**config.mk**
```make
export PLATFORM = sky130hd
export DESIGN_NAME = audio_clkgen
export DESIGN_NICKNAME = d
export VERILOG_FILES = /design/src/rtl/audio_clkgen_pkg.sv /design/src/rtl/audio_clkgen_mode_fsm.sv /design/src/rtl/audio_clkgen_divider.sv /design/src/rtl/audio_clkgen_watchdog.sv /design/src/rtl/audio_clkgen.sv
export SDC_FILE = /design/constraint.sdc
export NUM_CORES = 1
export LEC_CHECK = 0
export ABC_AREA = 1
export BUFFER_PORTS_ARGS = -buffer_cell sky130_fd_sc_hd__buf_4
export CAP_MARGIN = 20
export CORE_MARGIN = 4
export CORE_UTILIZATION = 53
export CTS_BUF_LIST = sky130_fd_sc_hd__clkbuf_8
export CTS_CLUSTER_DIAMETER = 200
export DETAILED_ROUTE_END_ITERATION = 7
export GPL_ROUTABILITY_DRIVEN = 0
export PLACE_DENSITY = 0.78
export SLEW_MARGIN = 15
export SYNTH_ARGS = -nofsm -noshare
export SYNTH_HDL_FRONTEND = slang
export SYNTH_SLANG_ARGS = --single-unit
```
**constraint.sdc**
```tcl
create_clock -name clk_sys -period 1.7 [get_ports clk_sys]
set_clock_uncertainty 0.2 [all_clocks]
set_input_delay 0.255 -clock clk_sys [delete_from_list [all_inputs] [get_ports clk_sys]]
set_output_delay 0.255 -clock clk_sys [all_outputs]
set_load 0.02 [all_outputs]
```
**src/rtl/audio_clkgen_pkg.sv**
```systemverilog
package audio_clkgen_pkg;
    typedef enum logic [1:0] {
        MODE_SLAVE  = 2'd0,
        MODE_ALIGN  = 2'd1,
        MODE_MASTER = 2'd2
    } clk_mode_e;
endpackage

```
**src/rtl/audio_clkgen_mode_fsm.sv**
```systemverilog
module audio_clkgen_mode_fsm
    import audio_clkgen_pkg::*;
(
    input  logic      clk_sys,
    input  logic      rst_n,
    input  logic      master_req,
    output logic      drive_en,
    output logic      div_run,
    output clk_mode_e mode
);
    clk_mode_e state_q, state_d;

    always_comb begin
        state_d = state_q;
        unique case (state_q)
            MODE_SLAVE:  if (master_req) state_d = MODE_ALIGN;
            MODE_ALIGN:  state_d = master_req ? MODE_MASTER : MODE_SLAVE;
            MODE_MASTER: if (!master_req) state_d = MODE_SLAVE;
            default:     state_d = MODE_SLAVE;
        endcase
    end

    always_ff @(posedge clk_sys or negedge rst_n) begin
        if (!rst_n) state_q <= MODE_SLAVE;
        else        state_q <= state_d;
    end

    always_comb begin
        drive_en = 1'b0;
        div_run  = 1'b0;
        unique case (state_q)
            MODE_SLAVE:  ;
            MODE_ALIGN:  ;
            MODE_MASTER: begin
                drive_en = 1'b1;
                div_run  = 1'b1;
            end
            default:     ;
        endcase
    end

    assign mode = state_q;
endmodule

```
**src/rtl/audio_clkgen_divider.sv**
```systemverilog
module audio_clkgen_divider #(
    parameter int MCK_RATIO = 256
) (
    input  logic clk_sys,
    input  logic rst_n,
    input  logic run,
    input  logic bck64,
    output logic bck_raw,
    output logic lrck_raw
);
    localparam int CNT_W  = $clog2(MCK_RATIO);
    localparam int BIT_64 = $clog2(MCK_RATIO / 64) - 1;
    localparam int BIT_32 = $clog2(MCK_RATIO / 32) - 1;

    logic [CNT_W-1:0] cnt_q;

    always_ff @(posedge clk_sys or negedge rst_n) begin
        if (!rst_n)    cnt_q <= '0;
        else if (!run) cnt_q <= '0;
        else           cnt_q <= cnt_q + 1'b1;
    end

    assign bck_raw  = bck64 ? cnt_q[BIT_64] : cnt_q[BIT_32];
    assign lrck_raw = cnt_q[CNT_W-1];
endmodule

```
**src/rtl/audio_clkgen_watchdog.sv**
```systemverilog
module audio_clkgen_watchdog #(
    parameter int WD_W = 8
) (
    input  logic            clk_sys,
    input  logic            rst_n,
    input  logic            frame_edge,
    input  logic [WD_W-1:0] period,
    output logic            pull_low
);
    logic [WD_W-1:0] fcnt_q;

    always_ff @(posedge clk_sys or negedge rst_n) begin
        if (!rst_n) begin
            fcnt_q   <= '0;
            pull_low <= 1'b0;
        end else if (period == '0) begin
            fcnt_q   <= '0;
            pull_low <= 1'b0;
        end else if (frame_edge) begin
            if (fcnt_q >= period - 1'b1) begin
                fcnt_q   <= '0;
                pull_low <= ~pull_low;
            end else begin
                fcnt_q   <= fcnt_q + 1'b1;
            end
        end
    end
endmodule

```
**src/rtl/audio_clkgen.sv**
```systemverilog
module audio_clkgen
    import audio_clkgen_pkg::*;
#(
    parameter int MCK_RATIO   = 256,
    parameter int WD_W        = 8,
    parameter int SYNC_STAGES = 2
) (
    input  logic            clk_sys,
    input  logic            rst_n,
    input  logic            strap_hi,
    input  logic            cfg_master,
    input  logic            cfg_bck64,
    input  logic            cfg_mck_stop,
    input  logic [WD_W-1:0] wd_period,
    input  logic            lrck_in,
    output logic            bck_out,
    output logic            bck_oe,
    output logic            lrck_out,
    output logic            lrck_oe,
    output logic            mck_out,
    output logic            mck_oe,
    output logic            wdc_pull_low
);
    logic      drive_en, div_run, bck_raw, lrck_raw;
    clk_mode_e mode;

    audio_clkgen_mode_fsm fsm_i (
        .clk_sys    (clk_sys),
        .rst_n      (rst_n),
        .master_req (strap_hi & cfg_master),
        .drive_en   (drive_en),
        .div_run    (div_run),
        .mode       (mode)
    );

    audio_clkgen_divider #(.MCK_RATIO(MCK_RATIO)) div_i (
        .clk_sys  (clk_sys),
        .rst_n    (rst_n),
        .run      (div_run),
        .bck64    (cfg_bck64),
        .bck_raw  (bck_raw),
        .lrck_raw (lrck_raw)
    );

    assign bck_out  = drive_en & bck_raw;
    assign lrck_out = drive_en & lrck_raw;
    assign bck_oe   = drive_en;
    assign lrck_oe  = drive_en;

    // external frame clock synchronizer
    logic [SYNC_STAGES-1:0] sync_q;
    for (genvar g = 0; g < SYNC_STAGES; g++) begin : g_sync
        always_ff @(posedge clk_sys or negedge rst_n) begin
            if (!rst_n)      sync_q[g] <= 1'b0;
            else if (g == 0) sync_q[g] <= lrck_in;
            else             sync_q[g] <= sync_q[(g == 0) ? 0 : g-1];
        end
    end

    logic lrck_eff, lrck_prev_q, frame_edge;
    assign lrck_eff = (mode == MODE_MASTER) ? lrck_raw : sync_q[SYNC_STAGES-1];

    always_ff @(posedge clk_sys or negedge rst_n) begin
        if (!rst_n) lrck_prev_q <= 1'b0;
        else        lrck_prev_q <= lrck_eff;
    end
    assign frame_edge = lrck_eff & ~lrck_prev_q;

    audio_clkgen_watchdog #(.WD_W(WD_W)) wd_i (
        .clk_sys    (clk_sys),
        .rst_n      (rst_n),
        .frame_edge (frame_edge),
        .period     (wd_period),
        .pull_low   (wdc_pull_low)
    );

    // master-clock gate: enable updated while clk_sys is low
    logic mck_run_q;
    always_ff @(negedge clk_sys or negedge rst_n) begin
        if (!rst_n) mck_run_q <= 1'b0;
        else        mck_run_q <= strap_hi & ~cfg_mck_stop;
    end
    assign mck_out = clk_sys & mck_run_q;
    assign mck_oe  = strap_hi;
endmodule

```
==> results.yml <==
outcome:
  status: "finished with violations"
  violations: "setup timing"
power_and_ir_drop:
  p_sw_share_pct: 37.1
  p_int_w: 0.00136
  ir_drop_mv: 1.22
  power.density_mw_per_mm2: 1030
  p_leak_nw: 1.08
  p_sw_w: 0.000803
  total_power_w: 0.00216
  seq_power_share_pct: 34.1
  combPwrFrac_pct: 40.9
  p_clk_share_pct: 25.1
grt:
  grt_antenna_before_repair: 0
  grt_max_degree: 23
  grt_pass1_wl_um: 5860
  grt_usage_pct: 21.6
  gr-total-overflow: 0
  grt_pass1_vias: 1366
logic_synthesis:
  avgSynthCellArea_sq_um: 7.68
  syn_area_sq_mm: 0.00147
  synth_fa_ha_area_share_pct: 10.2
  synth_top_flop_cell: "dfrtp_1"
  synth_cell_types: 23
  ys_warn_count: 0
  synth_cells: 191
  synth_nets: 218
  yosys.area_share.simple_pct: 29.6
  ys_ff_latch: 23
  synth_xor_area_share_pct: 3.58
  yosysSeqAreaShare_pct: 39.2
  synth_mux_area_share_pct: 0
  synth-compound-area-share_pct: 6.48
  synth_top_family_by_area: "simple AND/OR/NAND/NOR gates"
  synth-edff-count: 0
  async_reset_ff_share_pct: 100
timing:
  hold_slack_ns: 0.102
  worst_slack_ns: -0.605
  rsz0062_at_grt: "yes"
  slew_violations: 0
  tightest_slew_ns: 0.444
  hold_viol_final: 0
  relSlewSlack_pct: 70.2
  finalSetupViolations: 15
floorplanning:
  dieWidth_um: 60.6
  start_util_pct: 57.1
  die_y_um: 60.6
  pin_count: 22
  core_sq_mm: 0.00257
  dieArea_sq_mm: 0.00367
  rows: 18
worst_hold_path:
  hp-class: "in2reg"
cts:
  clkLatencyLatePin_ns: 0.38
  path_clk_slew_ns: 0.07
  cts_tree: "done"
setup_path:
  criticalPathCategory: "reg2out"
  cp_max_fo: 1
  cpPeakStageDelay_ns: 0.39
  end_kind: "output port"
  crit_path_start_kind: "register"
  slowest_stage: "dfrtn_1"
  crit_chain: "nand2_1 -> inv_2 -> buf_6"
  cp_data_arrival_time_ns: 1.85
  worstPathRequired_ns: 1.24
routing:
  drt-initial-drc-count: 96
  viasPerCell: 5.28
  wl_per_cell_um: 15.0
  drtPass1Iterations: 4
  ant_nets: 0
  drc: 0
  wirelength_um: 4080
  vias: 1436
finish:
  nets: 270
  syn2layout_area_growth_pct: 42.9
  diodes: 0
  drive_above_1_share_pct: 39.7
job:
  maxCapViolCount: 0
place:
  dp_slack_ns: -0.513
  dpl.hpwl_um: 2410
  io_buffers: 21
## Yosys cell counts, types with 2 or more instances
master | number | area (sq um)
nor2_1 | 28 | 105
nand3_2 | 3 | 30.0
inv_1 | 30 | 113
dfrtp_1 | 22 | 551
nand2_1 | 37 | 139
nor2_2 | 2 | 12.5
inv_2 | 3 | 11.3
o21ai_1 | 2 | 10.0
xor2_1 | 3 | 26.3
nand4_1 | 2 | 12.5
xnor2_1 | 3 | 26.3
buf_4 | 2 | 15.0
nand2_2 | 7 | 43.8
nor3_1 | 5 | 25.0
nand3_1 | 11 | 55.1
a21oi_1 | 10 | 50.1
o21ai_0 | 4 | 20.0
ha_1 | 12 | 150
## final cells by class
cell class | count | area (sq um)
sequential | 23 | 576
multi-input combinational | 132 | 881
tap | 30 | 37.5
inverter | 32 | 123
clock inverter | 2 | 7.51
clock buffer | 7 | 93.8
timing repair buffer | 46 | 378
fill | 146 | 472
## critical path, delay by kind of cell, from the launching register on
family / cells / cell delay [ns]
AND/OR/NAND/NOR: 1 / 0.06
flip-flops: 1 / 0.39
buffers and inverters: 2 / 0.15
## logic make-up after synthesis
kind of cell,after synthesis
and+or+nand+nor,96
buffers and inverters,36
DFF,23
AOI/OAI and AO/OA,18
adders and majority gates,12
xor gates and xnor gates,6
## metrics by stage
stage	util, %	instance area, sq um	setup TNS, ns	instances
after global routing	81.6	2100	-3.45	272
after CTS	76.9	1980	-1.31	269
after detailed placement	69.2	1780	-4.24	254
after global placement	69.2	1780	-3.29	254
after floorplan	-	1510	-1.20	191
final	81.6	2100	-2.25	272
## cells in the final DEF, fill, tap and decap left out, drive strengths merged, types with 3 or more instances in the layout
cell	instances
buf	43
nand2	45
dlygate4sd3	4
o21ai	6
dfrtp	22
a21oi	10
clkbuf	6
nor3	5
nor2	30
nand3	14
ha	12
xor2	3
inv	34
xnor2	3
## final timing paths
kind	to	from	cells after the start	slack (ns)
worst max-delay path	mck_out	mck_run_q	3	-0.61
worst min register to register	sync_q[1]	sync_q[0]	0	0.15
worst max register to register	wd_i.fcnt_q[0]	wd_i.fcnt_q[7]	7	-0.10
worst min-delay path	fsm_i.mode[1]	strap_hi	4	0.10
min in group asynchronous	div_i.cnt_q[3]	rst_n	3	0.22
max in group asynchronous	mck_run_q	rst_n	2	0.45
## registers in the layout, summed over array words and instances (netlist names)
name and count:
div_i.cnt_q 8, fsm_i.mode 2, lrck_prev_q 1, mck_run_q 1, sync_q 2, wd_i.fcnt_q 8, wd_i.pull_low 1
## metal layers
| layer | global-route usage, % | part of all wire, % | vias to the layer above |
|---|---|---|---|
| met5 | 0 | 0 | - |
| met4 | 7.43 | 2.0 | 0 |
| met3 | 7.45 | 4.8 | 12 |
| met2 | 35.4 | 51 | 42 |
| met1 | 26.5 | 42 | 684 |
| li1 | - | - | 698 |
## power by group through the flow
stage | Clock, W | Combinational, W | Sequential, W
final | 0.000542 | 0.000885 | 0.000737
after global routing | 0.000580 | 0.000962 | 0.000739
after CTS | 0.000541 | 0.000647 | 0.000717
after detailed placement | 0.0000258 | 0.000564 | 0.000736
after global placement | 0.0000258 | 0.000530 | 0.000729
after floorplan | 0.0000162 | 0.000368 | 0.000728
## timing repair
action                                  CTS  global route
endpoints found under the setup margin   14            15
endpoints found under the hold margin    24             0
setup buffers                             4             3
gates resized for setup                  11            25
hold buffers                              4             0
pin swaps                                 4            13
Note: power is estimated with default switching activity, not from simulation.
